$ cat src/rtl/pmw_pkg.sv
package pmw_pkg;
    localparam int BYTE_W = 8;

    typedef struct packed {
        logic              masked;
        logic [BYTE_W-1:0] pat;
    } wr_mode_t;
endpackage

$ cat src/rtl/pmw_cmd_queue.sv
module pmw_cmd_queue import pmw_pkg::*; #(
    parameter int DLY_W = 8,
    parameter int DEPTH = 2
) (
    input  logic             clk,
    input  logic             rst,
    input  logic [DLY_W-1:0] dly_i,
    input  logic             push_i,
    input  wr_mode_t         mode_i,
    input  logic             pop_i,
    output logic             head_ready_o,
    output wr_mode_t         head_mode_o
);
    typedef struct packed {
        logic [DEPTH-1:0]            vld;
        wr_mode_t [DEPTH-1:0]        mode;
        logic [DEPTH-1:0][DLY_W-1:0] wcnt;
    } q_t;

    q_t   q_d, q_q;
    logic placed;

    always_comb begin
        q_d    = q_q;
        placed = 1'b0;
        // every pending entry counts down towards its capture slot
        for (int i = 0; i < DEPTH; i++) begin
            if (q_q.vld[i] && q_q.wcnt[i] != '0) begin
                q_d.wcnt[i] = q_q.wcnt[i] - 1'b1;
            end
        end
        if (pop_i) begin
            for (int i = 0; i < DEPTH-1; i++) begin
                q_d.vld[i]  = q_d.vld[i+1];
                q_d.mode[i] = q_d.mode[i+1];
                q_d.wcnt[i] = q_d.wcnt[i+1];
            end
            q_d.vld[DEPTH-1] = 1'b0;
        end
        // a strobe that finds no free slot is dropped
        if (push_i) begin
            for (int i = 0; i < DEPTH; i++) begin
                if (!placed && !q_d.vld[i]) begin
                    q_d.vld[i]  = 1'b1;
                    q_d.mode[i] = mode_i;
                    q_d.wcnt[i] = dly_i - 1'b1;
                    placed      = 1'b1;
                end
            end
        end
    end

    always_ff @(posedge clk) begin
        if (rst) q_q <= '0;
        else     q_q <= q_d;
    end

    assign head_ready_o = q_q.vld[0] && (q_q.wcnt[0] == '0);
    assign head_mode_o  = q_q.mode[0];
endmodule

$ cat src/rtl/pmw_byte_mask.sv
module pmw_byte_mask import pmw_pkg::*; #(
    parameter int NBYTES = 32
) (
    input  logic [NBYTES*BYTE_W-1:0] data_i,
    input  wr_mode_t                 mode_i,
    output logic [NBYTES-1:0]        be_o
);
    for (genvar b = 0; b < NBYTES; b++) begin : g_byte
        assign be_o[b] = !(mode_i.masked && (data_i[b*BYTE_W +: BYTE_W] == mode_i.pat));
    end
endmodule

$ cat src/rtl/pmw_deser.sv
module pmw_deser import pmw_pkg::*; #(
    parameter  int LANES     = 16,
    parameter  int LANE_BITS = 16,
    parameter  int DLY_W     = 8,
    parameter  int QDEPTH    = 2,
    localparam int NBYTES    = LANES * LANE_BITS / BYTE_W,
    localparam int DATA_W    = LANES * LANE_BITS,
    localparam int CNT_W     = $clog2(LANE_BITS)
) (
    input  logic              clk,
    input  logic              rst,
    input  logic              cmd_valid,
    input  logic              cmd_masked,
    input  logic [BYTE_W-1:0] cmd_pattern,
    input  logic [DLY_W-1:0]  cfg_delay,
    input  logic [LANES-1:0]  lane_in,
    output logic [DATA_W-1:0] wr_data,
    output logic [NBYTES-1:0] wr_be,
    output logic              wr_done
);
    typedef struct packed {
        logic [DLY_W-1:0]                  dly;
        logic [CNT_W-1:0]                  bcnt;
        logic [LANES-1:0][LANE_BITS-1:0]   sh;
        logic [DATA_W-1:0]                 data;
        logic [NBYTES-1:0]                 be;
        logic                              done;
    } st_t;

    st_t                             s_d, s_q;
    logic [LANES-1:0][LANE_BITS-1:0] sh_nx;
    logic [DATA_W-1:0]               asm_w;
    logic [NBYTES-1:0]               be_nx;
    logic                            head_ready;
    logic                            last_bit;
    wr_mode_t                        head_mode;
    wr_mode_t                        cmd_mode;

    always_comb begin
        cmd_mode.masked = cmd_masked;
        cmd_mode.pat    = cmd_pattern;
    end

    pmw_cmd_queue #(.DLY_W(DLY_W), .DEPTH(QDEPTH)) u_queue (
        .clk          (clk),
        .rst          (rst),
        .dly_i        (s_q.dly),
        .push_i       (cmd_valid),
        .mode_i       (cmd_mode),
        .pop_i        (last_bit),
        .head_ready_o (head_ready),
        .head_mode_o  (head_mode)
    );

    // lane registers fill from the top so bit k of a lane ends at index k
    always_comb begin
        for (int l = 0; l < LANES; l++) begin
            sh_nx[l] = {lane_in[l], s_q.sh[l][LANE_BITS-1:1]};
        end
    end

    // bit k of lane l belongs to byte (k/8)*LANES + l, bit position k%8
    always_comb begin
        asm_w = '0;
        for (int l = 0; l < LANES; l++) begin
            for (int k = 0; k < LANE_BITS; k++) begin
                asm_w[((k / BYTE_W) * LANES + l) * BYTE_W + (k % BYTE_W)] = sh_nx[l][k];
            end
        end
    end

    pmw_byte_mask #(.NBYTES(NBYTES)) u_mask (
        .data_i (asm_w),
        .mode_i (head_mode),
        .be_o   (be_nx)
    );

    assign last_bit = head_ready && (s_q.bcnt == CNT_W'(LANE_BITS - 1));

    always_comb begin
        s_d      = s_q;
        s_d.done = 1'b0;
        if (head_ready) begin
            s_d.sh   = sh_nx;
            s_d.bcnt = s_q.bcnt + 1'b1;
            if (last_bit) begin
                s_d.bcnt = '0;
                s_d.done = 1'b1;
                s_d.data = asm_w;
                s_d.be   = be_nx;
            end
        end
    end

    always_ff @(posedge clk) begin
        if (rst) begin
            s_q     <= '0;
            s_q.dly <= (cfg_delay == '0) ? DLY_W'(1) : cfg_delay;
        end else begin
            s_q <= s_d;
        end
    end

    assign wr_data = s_q.data;
    assign wr_be   = s_q.be;
    assign wr_done = s_q.done;
endmodule

$ cat config.mk
export PLATFORM = sky130hd
export DESIGN_NAME = pmw_deser
export DESIGN_NICKNAME = d
export VERILOG_FILES = /design/src/rtl/pmw_pkg.sv /design/src/rtl/pmw_cmd_queue.sv /design/src/rtl/pmw_byte_mask.sv /design/src/rtl/pmw_deser.sv
export SDC_FILE = /design/constraint.sdc
export NUM_CORES = 1
export LEC_CHECK = 0
export BUFFER_PORTS_ARGS = -buffer_cell sky130_fd_sc_hd__buf_2
export CAP_MARGIN = 40
export CORE_MARGIN = 1.5
export CORE_UTILIZATION = 40
export CTS_BUF_LIST = sky130_fd_sc_hd__clkbuf_2
export CTS_CLUSTER_DIAMETER = 50
export DETAILED_ROUTE_END_ITERATION = 6
export PLACE_DENSITY = 0.57
export SLEW_MARGIN = 20
export SYNTH_ARGS = -nofsm -noshare
export SYNTH_HDL_FRONTEND = slang
export SYNTH_SLANG_ARGS = --single-unit
$ cat constraint.sdc
create_clock -name clk -period 2.7 [get_ports clk]
set_clock_uncertainty 0.1 [all_clocks]
set_input_delay 0.54 -clock clk [delete_from_list [all_inputs] [get_ports clk]]
set_output_delay 0.54 -clock clk [all_outputs]
set_load 0.05 [all_outputs]
==> flow_metrics.py, run 1 <==
metrics = {
    "finish": {
        "fin_cells": 4257,
        "syn_to_final_growth_pct": 15.0,
        "design_area_sq_mm": 0.0294,
        "final_cell_mix": "1025 x nand2_1, 501 x a21oi_1, 479 x dfxtp_1",
        "drive_above_1_share_pct": 21.4,
        "fin_nets": 3343,
        "final_common_cell": "nand2_1",
    },
    "drt": {
        "vias_per_cell": 4.87,
        "ant_nets": 0,
        "routed_wl_mm": 70.5,
        "drtIter0Drc": 1199,
        "num_vias": 20700,
        "wl_per_cell_um": 16.6,
        "drtPass1Iterations": 5,
        "detail_route.drc_violations": 0,
    },
    "global_routing": {
        "grtUsageTotal_pct": 21.3,
        "use_met2_pct": 34.4,
        "grtUsageMet3_pct": 5.00,
        "grt_use_met1_pct": 27.5,
        "grt_max_degree": 180,
        "grt_pass1_vias": 20100,
        "antenna_found_initial": 1,
        "grt_overflow": 0,
        "grt_busiest_layer": "met2",
        "grt_pass1_wl_mm": 112,
    },
    "floorplanning": {
        "dieArea_sq_mm": 0.0654,
        "io_pins": 325,
        "start_util_pct": 40.5,
        "die_h_um": 256,
        "core_sq_mm": 0.0631,
        "dieWidth_um": 256,
        "row_count": 92,
    },
    "clock_network": {
        "clk_pin_slew_ns": 0.10,
        "tritoncts": "built",
        "clk_latency_ns": 1.28,
        "cts.sinks": 577,
        "cts_made_buffers": 155,
        "cts_max_path_buffers": 3,
        "htree_levels": 4,
        "cts-root-buf": "clkbuf_2",
    },
    "placed_design": {
        "post_dp_cell_area_sq_mm": 0.0259,
        "port_buffers": 324,
        "dp_hpwl_mm": 43.4,
        "dp_cells": 3922,
        "place.gp.congestion": 0.807,
    },
    "logic_synthesis": {
        "yosys_warnings": 0,
        "syn_area_per_cell_sq_um": 7.95,
        "yosys.area.top_type": "dfxtp_1",
        "synth_area_sq_mm": 0.0255,
        "synth-seq-cells": 577,
        "ys_types": 49,
        "synthCells": 3212,
        "ys_seq_area_share_pct": 45.6,
        "yosysTopAreaCellShare_pct": 44.6,
        "synth.area.top_cells": "dfxtp_1 45%, nand2_1 15%, a21oi_1 9.8%",
        "async_reset_ff_share_pct": 0,
        "synthesis.nets": 3253,
        "synthFlopType": "dfxtp_1",
        "synth_edf_count": 8,
    },
    "timing": {
        "max_slew_margin_pct": 37.1,
        "final_max_slew_viol_count": 0,
        "finalHoldViolations": 0,
        "period_share_pct": 95.0,
        "period_minus_slack_ns": 2.56,
        "max_freq_mhz": 390,
        "setup_tns_ns": 0,
        "tightest_slew_ns": 0.944,
        "setup_viol": 0,
        "hold_ws_ns": 0.234,
        "rsz0062_at_grt": "false",
    },
    "worst_setup_path": {
        "critical_path_class": "register to register",
        "startpoint_type": "register",
        "cp-end-kind": "register",
        "worstPathRequired_ns": 3.71,
        "cp_max_fo": 179,
        "arrival_ns": 3.57,
    },
    "status": {
        "outcome": "complete, no violations",
    },
    "power": {
        "p_leak_nw": 11.7,
        "peakVddDrop_mv": 0.280,
        "powerDensity_mw_per_mm2": 561,
    },
    "min_path": {
        "min_path_type": "primary input to register",
    },
    "job": {
        "drv_cap": 0,
    },
}
-- cells in the mapped netlist, types with 2 or more instances --
cell type and number:
and3_1 3, o41ai_1 2, buf_6 12, mux2i_1 12, a21o_1 3, o21ai_0 9, a21oi_1 501, a211oi_1 51
inv_1 10, clkbuf_1 165, xnor2_1 39, nand3_1 34, nand2b_1 3, ha_1 5, buf_1 8, edfxtp_1 8
nand4_1 3, buf_4 301, xor2_1 229, a311oi_1 10, nor4_1 67, nor4b_1 2, nand2_1 1026, or4b_2 3
dfxtp_1 569, nor3_1 7, o31ai_1 3, o211ai_1 2, nor2_1 66, buf_2 38, or3_1 3
-- flip-flops by register name, summed over array words and instances, names as in the netlist --
name and count:
s_d 8, wr_data 256, s_q 4, u_queue.q_q 27, wr_done 1, wr_be 32, asm_w 240, u_queue.head_mode_o 9
-- repair_timing --
action	in CTS	in global routing
endpoints found under the hold margin	585	0
gates resized for setup	494	7
setup endpoints to repair	281	7
gates cloned	0	0
hold buffers	69	0
setup buffers	0	0
-- critical path: stages, from the launching register on --
cell     delay [ns]
dfxtp_1        0.37
or4_1          0.67
nor3_4         0.21
buf_4          0.17
nand3_4        0.08
buf_12         0.26
nand2_1        0.21
a21oi_1        0.08
-- path summary, 6_finish.rpt --
| path | from | endpoint | slack (ns) | cells past startpoint |
|---|---|---|---|---|
| setup / recovery | u_queue.q_q[2]$_SDFF_PP0_ | wr_data[158]$_SDFFE_PP0P_ | 0.14 | 7 |
| hold reg to reg | asm_w[74]$_SDFFE_PP0P_ | wr_data[74]$_SDFFE_PP0P_ | 0.33 | 2 |
| hold / removal | lane_in[9] | wr_be[25]$_SDFFE_PP0P_ | 0.23 | 6 |
| setup reg to reg | u_queue.q_q[2]$_SDFF_PP0_ | wr_data[158]$_SDFFE_PP0P_ | 0.14 | 7 |
-- routing by layer --
layer	part of all wire, %	up-vias	routed length (um)
li1	-	10400	-
met1	46	9722	32300
met2	47	487	33100
met3	5.0	102	3530
met4	2.2	0	1540
met5	0	-	0
-- power breakdown --
group | internal (mW) | switching (mW)
clock network | 2.70 | 3.70
logic | 0.504 | 0.836
registers | 8.59 | 0.144
-- through the flow --
step | setup slack [ns] | utilization (%) | total power, mW
final | 0.136 | 46.6 | 16.5
after global routing | 0.0000644 | 46.6 | 17.4
after CTS | -0.00741 | 46.5 | 16.7
after detailed placement | 0.228 | 41.1 | 10.2
after global placement | 0.272 | 41.1 | 10.2
after floorplan | 0.594 | - | 9.71
-- cell type report --
type / instances / area, sq um
Multi-Input combinational cell: 2101 / 10700
Inverter: 10 / 37.5
Tap cell: 846 / 1060
Sequential cell: 577 / 11800
Antenna cell: 1 / 2.50
Clock buffer: 225 / 1130
Fill cell: 6406 / 33700
Clock inverter: 40 / 302
Timing Repair Buffer: 457 / 4420
-- kinds of logic (layout without fill, tap and decap cells) --
logic type / count (synthesis) / in the layout / share of synthesized area [%]
multiplexers: 13 / 13 / 0.515
flip-flops: 577 / 577 / 45.6
other: 0 / 1 / 0
XOR/XNOR: 268 / 268 / 9.19
adder cells (fa/ha/maj): 5 / 5 / 0.245
AND/OR/NAND/NOR: 1224 / 1224 / 19.2
AO/OA/AOI/OAI: 591 / 591 / 12.5
buffers and inverters: 534 / 732 / 12.8
No activity file was read; power rests on OpenSTA's default activity.
==> inputs of run 2 (changes only) <==
clock period = 3.3 ns   (was 2.7 ns; I/O delays follow)
==> run 2 against run 1 <==
Final cell count unchanged. Critical path depth rose by 1. Highest routed layer unchanged. Via count is 0.45% lower. Core utilization is 2.4 points lower. Fmax shrank 18%. Flip-flop and latch count unchanged. Critical path type unchanged. First-iteration DRC count increased by 16%. Worst setup slack gained 0.037 ns. Register-to-register slack gained 0.04 ns. Count of clock-buffer cells in the layout grew 11. Sequential power fell by 18%. Global-route usage is 0.51 points lower.
==> flow_metrics.py, run 2 (synthesized netlist as in run 1, its figures left out) <==
metrics = {
    "finish": {
        "ff_latch_area_sq_mm": 0.0117,
        "multi_input_area_sq_mm": 0.0107,
        "final_common_cell": "nand2_1",
        "fin_nets": 3337,
        "design_area_sq_mm": 0.0279,
        "largest_register_ffs": 256,
        "finish.utilization_pct": 44.2,
        "syn_to_final_growth_pct": 9.18,
        "fillers": 6628,
        "final_cell_mix": "1025 x nand2_1, 560 x dfxtp_1, 501 x a21oi_1",
        "drive_above_1_share_pct": 18.9,
    },
    "clock_network": {
        "clk_latency_ns": 1.26,
        "tritoncts": "built",
        "clk_pin_slew_ns": 0.11,
        "cts.sinks": 577,
        "cts_resized": 0,
        "cts_max_path_buffers": 3,
        "cts-root-buf": "clkbuf_2",
        "cts_made_buffers": 154,
        "htree_levels": 4,
    },
    "status": {
        "outcome": "complete, no violations",
    },
    "global_routing": {
        "grt_max_degree": 147,
        "grt_pass1_wl_mm": 109,
        "antenna_found_initial": 1,
        "grtUsageTotal_pct": 20.8,
        "grt_pass1_vias": 19600,
        "grt_overflow": 0,
    },
    "power": {
        "switchingPower_mw": 3.75,
        "combinationalPowerShare_pct": 7.8,
        "peakVddDrop_mv": 0.232,
        "powerDensity_mw_per_mm2": 471,
        "p_leak_nw": 11.6,
        "power_frac_seq_pct": 54.8,
        "clkPwrFrac_pct": 37.5,
        "p_sw_share_pct": 28.6,
        "p_int_mw": 9.38,
        "totalPowerFinal_mw": 13.1,
    },
    "drt": {
        "ant_nets": 0,
        "vias_per_cell": 4.85,
        "drtIter0Drc": 1389,
        "wl_per_cell_um": 16.2,
        "detail_route.drc_violations": 0,
        "num_vias": 20700,
        "routed_wl_mm": 69.0,
        "drtPass1Iterations": 7,
    },
    "placed_design": {
        "post_dp_cell_area_sq_mm": 0.0258,
        "place.gp.congestion": 0.795,
        "dp_hpwl_mm": 42.2,
        "port_buffers": 324,
    },
    "floorplanning": {
        "dieArea_sq_mm": 0.0654,
        "core_sq_mm": 0.0631,
        "dieWidth_um": 256,
        "die_h_um": 256,
        "start_util_pct": 40.5,
        "row_count": 92,
        "io_pins": 325,
    },
    "timing": {
        "tightest_slew_ns": 0.871,
        "setup_viol": 0,
        "period_share_pct": 94.8,
        "finalHoldViolations": 0,
        "setup_tns_ns": 0,
        "max_freq_mhz": 320,
        "period_minus_slack_ns": 3.13,
        "hold_ws_ns": 0.230,
        "rsz0062_at_grt": "false",
        "final_max_slew_viol_count": 0,
        "max_slew_margin_pct": 41.9,
    },
    "min_path": {
        "min_path_type": "primary input to register",
    },
    "worst_setup_path": {
        "critPathCapture": "asm_w[206]$_SDFFE_PP0P_",
        "arrival_ns": 4.22,
        "worstPathRequired_ns": 4.39,
        "reg2reg_from": "u_queue.q_q[2]$_SDFF_PP0_",
        "r2r_cells": 8,
        "cp_max_fo": 86,
        "worstReg2RegEnd": "asm_w[206]$_SDFFE_PP0P_",
        "cp-end-kind": "register",
        "r2r_slack_ns": 0.17,
        "worst_setup_path_startpoint": "u_queue.q_q[2]$_SDFF_PP0_",
        "critical_path_class": "register to register",
        "startpoint_type": "register",
    },
    "job": {
        "drv_cap": 0,
    },
}
[run 2: changes by cell type in the layout (fill, tap and decap cells not counted), sizes merged]
cell	delta
buf	-8
bufinv	-4
clkbuf	+10
clkinvlp	-2
diode	+2
dlygate4sd3	+4
inv	-2
[run 2: how the worst min path moves through the flow]
stage,endpoint,depth (start not counted),start
floorplan,wr_data[135]$_SDFFE_PP0P_,2,wr_data[135]$_SDFFE_PP0P_
global route,u_queue.head_mode_o[6]$_SDFF_PP0_,4,cmd_pattern[6]
CTS,u_queue.head_mode_o[6]$_SDFF_PP0_,4,cmd_pattern[6]
detailed placement,wr_data[226]$_SDFFE_PP0P_,2,wr_data[226]$_SDFFE_PP0P_
finish,u_queue.head_mode_o[6]$_SDFF_PP0_,4,cmd_pattern[6]
global placement,wr_data[138]$_SDFFE_PP0P_,2,wr_data[138]$_SDFFE_PP0P_
[run 2: repair_timing]
action,CTS,global route
hold endpoints to repair,548,0
hold buffers,73,0
setup endpoints to repair,0,1
setup buffers,0,1
[run 2: metrics by stage]
stage	setup WS, ns	instances
floorplan	1.19	3212
global placement	0.559	3912
detailed placement	0.516	3912
CTS	0.112	4253
global route	0.00269	4257
finish	0.172	4257
[run 2: critical path: stages (launching register included)]
cell	delay (ns)
dfxtp_1	0.38
or4_1	0.68
nor3_4	0.31
nand2_4	0.29
buf_12	0.32
buf_12	0.23
nand2_1	0.09
a21oi_1	0.06
dlygate4sd3_1	0.56
[run 2: cell type report]
cell class	instances	area share (%)
Clock buffer	236	4.24
Antenna cell	3	0.0269
Multi-Input combinational cell	2101	38.3
Sequential cell	577	41.8
Tap cell	846	3.80
Clock inverter	32	0.570
Inverter	10	0.135
Timing Repair Buffer	452	11.2
[run 2: routing by layer]
layer	share of wire [%]	global-route usage, %	routed length [um]
met5	0	0	0
met2	47	33.4	32300
met1	45	26.8	31400
met3	5.7	5.34	3930
met4	2.0	7.50	1360
[run 2: power groups by stage]
stage / Sequential (mW) / Combinational, mW / Clock (mW)
finish: 7.19 / 1.02 / 4.92
floorplan: 7.23 / 0.713 / 0
global route: 7.21 / 1.12 / 5.51
global placement: 7.36 / 0.951 / 0
detailed placement: 7.36 / 0.950 / 0
CTS: 7.20 / 1.02 / 5.14
==> inputs of run 3 (changes only) <==
CORE_UTILIZATION = 65   (was 40)
PLACE_DENSITY = 0.86   (was 0.57)
SLEW_MARGIN = 40   (was 20)
==> run 3 against run 2 <==
Die area down 38%. Wire length shrank 6.7%. Via count increased by 4.4%. Critical path depth shrank 2. Sequential share of layout area rose by 1.2 points. Core utilization increased by 26 points. Combinational power about the same. First-iteration DRC count rose by 48%. Worst hold slack better by 0.0093 ns. Flip-flop and latch count unchanged. Count of clock-buffer cells in the layout shrank 29. Critical endpoint is now wr_be[11]$_SDFFE_PP0P_. Highest routed layer unchanged.
==> flow_metrics.py, run 3 (synthesized netlist as in run 1, its figures left out) <==
metrics = {
    "placed_design": {
        "place.gp.congestion": 0.851,
        "port_buffers": 324,
        "post_dp_cell_area_sq_mm": 0.0253,
        "pre_cts_slack_ns": 0.465,
        "dp_hpwl_mm": 39.4,
    },
    "clock_network": {
        "cts_resized": 0,
        "cts_made_buffers": 142,
        "clk_pin_slew_ns": 0.11,
        "cts.sinks": 577,
        "tritoncts": "built",
        "cts_max_path_buffers": 3,
        "htree_levels": 4,
        "cts-root-buf": "clkbuf_2",
        "clk_latency_ns": 1.10,
        "postCtsSetupBuffers": 0,
    },
    "worst_setup_path": {
        "cp-end-kind": "register",
        "cp_max_fo": 49,
        "worstPathRequired_ns": 4.15,
        "startpoint_type": "register",
        "arrival_ns": 3.71,
        "critical_path_class": "register to register",
        "r2r_slack_ns": 0.44,
    },
    "drt": {
        "routed_wl_mm": 64.4,
        "detail_route.drc_violations": 0,
        "wl_per_cell_um": 16.7,
        "ant_nets": 0,
        "num_vias": 21600,
        "drtIter0Drc": 2054,
        "vias_per_cell": 5.60,
        "drtPass1Iterations": 6,
    },
    "floorplanning": {
        "dieArea_sq_mm": 0.0405,
        "core_sq_mm": 0.0387,
        "row_count": 72,
        "die_h_um": 201,
        "dieWidth_um": 201,
        "start_util_pct": 65.9,
        "io_pins": 325,
    },
    "job": {
        "drv_cap": 0,
    },
    "global_routing": {
        "antenna_found_initial": 3,
        "grt_overflow": 0,
        "grtUsageTotal_pct": 31.0,
        "grt_pass1_wl_mm": 103,
        "grt_max_degree": 144,
        "grt_pass1_vias": 20800,
    },
    "power": {
        "peakVddDrop_mv": 0.286,
        "clkPwrFrac_pct": 38.0,
        "p_int_mw": 9.59,
        "combinationalPowerShare_pct": 7.8,
        "totalPowerFinal_mw": 13.2,
        "power_frac_seq_pct": 54.3,
        "p_leak_nw": 11.3,
        "powerDensity_mw_per_mm2": 487,
        "p_sw_share_pct": 27.2,
        "switchingPower_mw": 3.58,
    },
    "timing": {
        "max_freq_mhz": 350,
        "fin_ws_ns": 0.443,
        "finalHoldViolations": 0,
        "setup_viol": 0,
        "max_slew_margin_pct": 46.9,
        "period_share_pct": 86.6,
        "final_max_slew_viol_count": 0,
        "period_minus_slack_ns": 2.86,
        "tightest_slew_ns": 0.796,
        "hold_ws_ns": 0.239,
        "rsz0062_at_grt": "false",
        "setup_tns_ns": 0,
    },
    "finish": {
        "drive_above_1_share_pct": 18.4,
        "fin_nets": 3279,
        "syn_to_final_growth_pct": 5.94,
        "design_area_sq_mm": 0.0271,
        "largest_register_ffs": 256,
        "final_common_cell": "nand2_1",
        "final_cell_mix": "1025 x nand2_1, 560 x dfxtp_1, 501 x a21oi_1",
    },
    "min_path": {
        "min_path_type": "primary input to register",
    },
    "status": {
        "outcome": "complete, no violations",
    },
}
## run 3: cell count changes in the layout (fill, tap and decap cells not counted), moves of 5 or more
cell	previous run	this run
dlygate4sd3_1	73	35
dfxtp_2	3	8
clkinv_1	23	18
bufinv_16	1	7
buf_4	28	19
dfxtp_4	6	1
clkbuf_2	236	207
## run 3: cell type report
cell class | count | area, sq um
Multi-Input combinational cell | 2101 | 10700
Sequential cell | 577 | 11600
Inverter | 10 | 37.5
Fill cell | 2918 | 11700
Antenna cell | 3 | 7.51
Clock buffer | 207 | 1040
Clock inverter | 32 | 310
Timing Repair Buffer | 406 | 2690
Tap cell | 518 | 648
## run 3: metrics by stage
step | utilization (%) | std cells
finish | 69.8 | 3854
global route | 69.8 | 3854
CTS | 69.8 | 3851
detailed placement | 65.4 | 3577
global placement | 65.4 | 3577
floorplan | - | 3212
## run 3: path summary, 6_finish.rpt
kind / startpoint / end / depth (start not counted)
worst min register to register: asm_w[250]$_SDFFE_PP0P_ / asm_w[249]$_SDFFE_PP0P_ / 2
worst min-delay path: cfg_delay[1] / s_d[550]$_SDFFCE_PN0P_ / 2
worst max register to register: u_queue.q_q[3]$_SDFF_PP0_ / wr_be[11]$_SDFFE_PP0P_ / 6
worst max-delay path: u_queue.q_q[3]$_SDFF_PP0_ / wr_be[11]$_SDFFE_PP0P_ / 6
## run 3: layer usage
layer	global-route usage, %	vias to the layer above	wire length [um]
li1	-	10300	-
met2	50.0	998	30200
met3	6.79	220	5430
met1	38.4	10100	25900
met4	17.9	0	2940
met5	0	-	0
## run 3: repair_timing
item | CTS | global route
endpoints found under the setup margin | 0 | 0
hold buffers | 35 | 0
hold endpoints to repair | 121 | 0
## run 3: power by group through the flow
stage	combinational (mW)	sequential [mW]	clock (mW)
6_report	1.02	7.15	5.00
5_1_grt	1.10	7.16	5.45
4_1_cts	1.00	7.15	5.07
3_5_place_dp	0.964	7.31	0
3_3_place_gp	0.932	7.31	0
2_1_floorplan	0.713	7.23	0
## run 3: critical path, cell delays in order, from the launching register on
cell      delay (ns)
dfxtp_1         0.36
or4_1           0.67
nor3_4          0.30
and3_4          0.68
buf_12          0.31
nor2_1          0.07
a211oi_1        0.22
